===== src/rtl/sub_pkg.sv =====
// Shared definitions for the subranging linearizer.
// Assumes: offset index and fine code widths fixed for the whole block.
package sub_pkg;
    localparam int OFF_W  = 3;
    localparam int FINE_W = 5;

    typedef enum logic [1:0] {
        S_IDLE = 2'd0,
        S_REQ  = 2'd1,
        S_WAIT = 2'd2
    } srch_st_t;
endpackage


===== src/rtl/sub_inv_lut.sv =====
// Inverse transfer-curve table: one corrected code per raw fine code.
// Assumes: writes are already qualified by calibration mode upstream;
// read is combinational from registered storage.
module sub_inv_lut #(
    parameter int W = 5
) (
    input  logic         clk,
    input  logic         rst_n,
    input  logic         wr_en,
    input  logic [W-1:0] wr_addr,
    input  logic [W-1:0] wr_data,
    input  logic [W-1:0] rd_addr,
    output logic [W-1:0] rd_data
);
    localparam int DEPTH = 1 << W;

    logic [W-1:0] mem [DEPTH];

    // Storage: identity on reset, single-entry write otherwise.
    always_ff @(posedge clk) begin
        if (!rst_n) begin
            for (int i = 0; i < DEPTH; i++) mem[i] <= W'(i);
        end else if (wr_en) begin
            mem[wr_addr] <= wr_data;
        end
    end

    // Read port.
    assign rd_data = mem[rd_addr];
endmodule


===== src/rtl/sub_avg.sv =====
// Moving average over the last 2**LOG2N accepted samples, divided by shift.
// Assumes: window starts as zeros; result is floor of the mean.
module sub_avg #(
    parameter int W     = 5,
    parameter int LOG2N = 2
) (
    input  logic         clk,
    input  logic         rst_n,
    input  logic         en,
    input  logic [W-1:0] din,
    output logic [W-1:0] avg
);
    localparam int N     = 1 << LOG2N;
    localparam int SUM_W = W + LOG2N;

    logic [W-1:0]     tap [N];
    logic [SUM_W-1:0] sum;

    genvar g;
    generate
        for (g = 0; g < N; g++) begin : g_tap
            // Window stage g: shifts on each accepted sample.
            always_ff @(posedge clk) begin
                if (!rst_n)  tap[g] <= '0;
                else if (en) tap[g] <= (g == 0) ? din : tap[(g == 0) ? 0 : g - 1];
            end
        end
    endgenerate

    // Window sum.
    always_comb begin
        sum = '0;
        for (int i = 0; i < N; i++) sum = sum + SUM_W'(tap[i]);
    end

    // Shift-based divide.
    assign avg = W'(sum >> LOG2N);
endmodule


===== src/rtl/sub_search_fsm.sv =====
// Upward offset search: requests fine conversions from offset 0 until a
// non-saturated code appears, then registers {offset, corrected code}.
// Assumes: one fine_vld per fine_req; lut_q is the table entry for fine_code.
module sub_search_fsm
    import sub_pkg::*;
#(
    parameter int OW = 3,
    parameter int FW = 5
) (
    input  logic            clk,
    input  logic            rst_n,
    input  logic            start,
    input  logic            cal_mode,
    input  logic            fine_vld,
    input  logic [FW-1:0]   fine_code,
    input  logic [FW-1:0]   lut_q,
    output logic [OW-1:0]   off_sel,
    output logic            fine_req,
    output logic            waiting,
    output logic [OW+FW-1:0] dout,
    output logic            dout_vld
);
    localparam logic [OW-1:0] OFF_MAX  = '1;
    localparam logic [FW-1:0] FINE_MAX = '1;

    srch_st_t     st;
    logic [OW-1:0] idx;
    logic         sat_lo, sat_hi;

    // Saturation detection on the raw code.
    assign sat_lo = (fine_code == '0);
    assign sat_hi = (fine_code == FINE_MAX);

    // Search sequencer and result register.
    always_ff @(posedge clk) begin
        if (!rst_n) begin
            st       <= S_IDLE;
            idx      <= '0;
            dout     <= '0;
            dout_vld <= 1'b0;
        end else begin
            dout_vld <= 1'b0;
            case (st)
                S_IDLE: if (start && !cal_mode) begin
                    idx <= '0;
                    st  <= S_REQ;
                end
                S_REQ: st <= S_WAIT;
                S_WAIT: if (fine_vld) begin
                    if (!sat_lo && !sat_hi) begin
                        dout     <= {idx, lut_q};
                        dout_vld <= 1'b1;
                        st       <= S_IDLE;
                    end else if (idx == OFF_MAX) begin
                        dout     <= sat_hi ? '1 : '0;
                        dout_vld <= 1'b1;
                        st       <= S_IDLE;
                    end else begin
                        idx <= idx + 1'b1;
                        st  <= S_REQ;
                    end
                end
                default: st <= S_IDLE;
            endcase
        end
    end

    // Outputs decoded from state.
    assign fine_req = (st == S_REQ);
    assign waiting  = (st == S_WAIT);
    assign off_sel  = idx;
endmodule


===== src/rtl/sub_range_lin.sv =====
// Top: offset search, inverse-curve table and calibration averager.
// Assumes: table writes and averaging only count while cal_mode is high.
module sub_range_lin
    import sub_pkg::*;
#(
    parameter int OW    = OFF_W,
    parameter int FW    = FINE_W,
    parameter int AVG_L = 2
) (
    input  logic            clk,
    input  logic            rst_n,
    input  logic            start,
    input  logic            cal_mode,
    input  logic            cal_we,
    input  logic [FW-1:0]   cal_addr,
    input  logic [FW-1:0]   cal_data,
    output logic [OW-1:0]   off_sel,
    output logic            fine_req,
    input  logic            fine_vld,
    input  logic [FW-1:0]   fine_code,
    output logic [FW-1:0]   cal_avg,
    output logic [OW+FW-1:0] dout,
    output logic            dout_vld
);
    logic [FW-1:0] lut_q;
    logic          srch_wait;

    // Table, writable only in calibration mode.
    sub_inv_lut #(.W(FW)) i_lut (
        .clk     (clk),
        .rst_n   (rst_n),
        .wr_en   (cal_mode && cal_we),
        .wr_addr (cal_addr),
        .wr_data (cal_data),
        .rd_addr (fine_code),
        .rd_data (lut_q)
    );

    // Smoothing of raw codes during calibration.
    sub_avg #(.W(FW), .LOG2N(AVG_L)) i_avg (
        .clk   (clk),
        .rst_n (rst_n),
        .en    (cal_mode && fine_vld),
        .din   (fine_code),
        .avg   (cal_avg)
    );

    // Offset search and result assembly.
    sub_search_fsm #(.OW(OW), .FW(FW)) i_fsm (
        .clk       (clk),
        .rst_n     (rst_n),
        .start     (start),
        .cal_mode  (cal_mode),
        .fine_vld  (fine_vld),
        .fine_code (fine_code),
        .lut_q     (lut_q),
        .off_sel   (off_sel),
        .fine_req  (fine_req),
        .waiting   (srch_wait),
        .dout      (dout),
        .dout_vld  (dout_vld)
    );
endmodule


===== config.mk =====
export PLATFORM = sky130hd
export DESIGN_NAME = sub_range_lin
export DESIGN_NICKNAME = d
export VERILOG_FILES = /design/src/rtl/sub_pkg.sv /design/src/rtl/sub_inv_lut.sv /design/src/rtl/sub_avg.sv /design/src/rtl/sub_search_fsm.sv /design/src/rtl/sub_range_lin.sv
export SDC_FILE = /design/constraint.sdc
export NUM_CORES = 1
export LEC_CHECK = 0
export ABC_CLOCK_PERIOD_IN_PS = 7830
export BUFFER_PORTS_ARGS = -buffer_cell sky130_fd_sc_hd__buf_2
export CORE_MARGIN = 3
export CORE_UTILIZATION = 36
export CTS_CLUSTER_DIAMETER = 120
export CTS_CLUSTER_SIZE = 10
export DETAILED_ROUTE_END_ITERATION = 6
export HOLD_SLACK_MARGIN = 0.1
export PLACE_DENSITY = 0.62
export SYNTH_ARGS = -nofsm -noshare
export SYNTH_HDL_FRONTEND = slang
export SYNTH_HIERARCHICAL = 1
export SYNTH_SLANG_ARGS = --single-unit

===== constraint.sdc =====
create_clock -name clk -period 7.83 [get_ports clk]
set_input_delay 0.783 -clock clk [delete_from_list [all_inputs] [get_ports clk]]
set_output_delay 0.783 -clock clk [all_outputs]
set_load 0.02 [all_outputs]

==> results_dict.tcl <==
set metrics [dict create \
    first_pass_iters 5 \
    required_ns 7.05 \
    setup_viol 0 \
    detail-route-antenna-nets 0 \
    final_core_util 0.410 \
    area_delta_synth_final_pct 10.1 \
    intPower_mw 1.74 \
    p_leak_nw 3.59 \
    root_buffer "clkbuf_16" \
    netlist_instances 677 \
    p_total_mw 2.33 \
    tns_ns 0 \
    power_frac_seq 0.514 \
    avgSynthCellArea_um2 14.1 \
    numCtsBuffers 17 \
    drt_iter0_markers 529 \
    insertion_delay_ns 0.43 \
    synth_cell_types 47 \
    p_comb_frac 0.108 \
    wirelength_um 20700 \
    drive_gt1_frac 0.210 \
    ios 39 \
    synth_flop_cell "edfxtp_1" \
    pre_cts_slack_ns 4.23 \
    cp-end-kind "primary output" \
    rows 58 \
    crit_arrival_ns 3.13 \
    path_common_cell "fa_1" \
    maxCapViolCount 0 \
    cts.htree.levels 4 \
    switching_share 0.254 \
    viasPerCell 5.33 \
    first_global_vias 5607 \
    clockBufferDepth 2 \
    post_cts_buffers 0 \
    drcViolationCount 0 \
    hold_viol 0 \
    tritoncts "built" \
    fin_cells 1024 \
    period_needed_ns 3.92 \
    vdd_drop_max_uv 154 \
    ys_seq_elements 194 \
    grt_start_max_net_pins 67 \
    worstSetupStartpointType "register" \
    ys_warn_count 6 \
    clock-sinks 194 \
    syn_nets 714 \
    seq_area_frac_synth 0.596 \
    nNetsFinal 718 \
    vias 5458 \
    worst-path-max-fanout 2 \
    post-dp-hpwl_um 13300 \
    path_class "register to primary output" \
    gr-total-overflow 0 \
    syn_area_um2 9540 \
    critPathSlowestCell "fa_1" \
    die_area_um2 28500 \
    path_clk_slew_ns 0.08 \
    antenna_found_initial 1 \
    final_max_slew_viol_count 0 \
    async_flop_share 0 \
    crit_path_max_incr_delay_ns 0.54 \
    synth_edf_count 180 \
    status "completed" \
    rsz0062_at_grt "no" \
    die_h_um 169 \
    min_path_type "register to register" \
    grt_util_all_layers 0.152 \
    timing.fmax_ghz 0.255 \
    p_clk_frac 0.378 \
    numPortBuffers 38 \
    place_inst 992 \
    start_util 0.372 \
    grt_pass1_wl_um 33300 \
    fin_ws_ns 3.91 \
    switching_power_uw 592 \
    path_cells "inv_1, fa_1, fa_1, inv_1, fa_1, a21o_2, a21oi_1, xnor2_1, buf_2" \
    fin_skew_ns 0.0104 \
    slew_headroom 0.280 \
    cts_hold_buf 0 \
    wire_per_inst_um 20.2 \
    die_w_um 169 \
    cts_resized 0 \
    core_um2 25600 \
    diodes 0 \
    powerDensity_nw_per_um2 222 \
    finalCritPeriodShare 0.500 \
    worst_pin_slew_ns 1.08 \
    finalWeightedCongestion 0.766 \
]
## synth_stat cells, types with 2 or more instances
master,n,area share
fa_1,10,0.021
mux4_2,50,0.12
edfxtp_1,180,0.57
nand3b_1,4,0.0031
a21o_1,2,0.0016
o21a_1,2,0.0016
o21ai_0,40,0.021
o221ai_1,8,0.0073
a21boi_1,8,0.0063
dfxtp_1,14,0.029
nand3_1,3,0.0016
nor2b_1,4,0.0026
and3_1,20,0.013
or3_1,66,0.043
nand2_1,18,0.0071
inv_1,28,0.011
mux2i_1,3,0.0031
nand4b_1,2,0.0018
nand2b_1,2,0.0013
mux2_2,5,0.0059
ha_1,6,0.0079
or3b_1,3,0.0028
and2b_2,9,0.0083
clkbuf_1,47,0.018
nor2_1,31,0.012
buf_2,4,0.0021
and2_1,82,0.054
xnor2_1,2,0.0018
buf_6,6,0.0071
## registers in the layout (all words and copies together), names as in the netlist
| signal | flops |
|---|---|
| i_fsm/st | 2 |
| i_avg/tap | 20 |
| i_fsm/dout | 8 |
| i_fsm/off_sel | 3 |
| i_lut/mem | 160 |
| i_fsm/dout_vld | 1 |
## worst max-delay path, delay by kind of cell, from the launching register on
kind	cells	cell delay (ns)
xor gates and xnor gates	1	0.13
DFF	1	0.40
adders and majority gates	3	1.44
buffers and inverters	3	0.34
AOI/OAI and AO/OA	2	0.40
## worst paths after layout
path | from | endpoint | slack [ns] | cells past startpoint
hold / removal | i_fsm/dout[6] | i_fsm/dout[6] | 0.48 | 2
hold reg to reg | i_fsm/dout[6] | i_fsm/dout[6] | 0.48 | 2
setup reg to reg | i_lut/mem[5][4] | i_fsm/dout[4] | 5.58 | 6
setup / recovery | i_avg/tap[0][2] | cal_avg[3] | 3.91 | 9
## kinds of logic (layout without fill, tap and decap cells)
group / after synthesis / count (layout) / synth area share
compound gates: 66 / 66 / 0.0455
xor+xnor: 3 / 3 / 0.00275
fa+ha+maj: 16 / 16 / 0.0289
buf+inv: 87 / 104 / 0.0396
flops: 194 / 194 / 0.596
mux: 58 / 58 / 0.127
simple gates: 253 / 253 / 0.160
## through the flow
| stage | cell area, um^2 | hold slack [ns] |
|---|---|---|
| 3_3_place_gp | 9910 | 0.459 |
| 3_5_place_dp | 9910 | 0.471 |
| 5_1_grt | 10500 | 0.518 |
| 6_report | 10500 | 0.484 |
| 4_1_cts | 10500 | 0.481 |
| 2_1_floorplan | 9540 | 0.538 |
## power by group through the flow
stage,clock (mW),sequential [mW],combinational (mW)
final,0.881,1.20,0.253
after global routing,0.938,1.20,0.279
after CTS,0.892,1.20,0.257
after detailed placement,0,1.22,0.256
after global placement,0,1.22,0.253
after floorplan,0,1.21,0.189
## final cells by class
class                      count  area, um^2
clock buffer                  17         425
clock inverter                15         165
fill                        2299       15100
inverter                      28         105
multi-input combinational    396        3480
sequential                   194        5690
tap                          330         413
timing repair buffer          44         235
## layer usage
| metal | GRT usage | wire length (um) | vias to the layer above |
|---|---|---|---|
| met5 | 0 | 0 | - |
| met4 | 0.0402 | 250 | 0 |
| met1 | 0.230 | 9910 | 2737 |
| met3 | 0.0350 | 1330 | 15 |
| li1 | - | - | 2533 |
| met2 | 0.222 | 9200 | 173 |
## placed cells by master, fill, tap and decap left out, types with 9 or more instances in the layout
cell and instances:
dfxtp_1 14, and3_1 20, and2_1 82, nand2_1 18, inv_1 28, and2b_2 9
o21ai_0 40, edfxtp_1 180, or3_1 66, buf_2 38, clkbuf_16 17, nor2_1 31
mux4_2 50, fa_1 10
No activity file was read; power rests on OpenSTA's default activity.
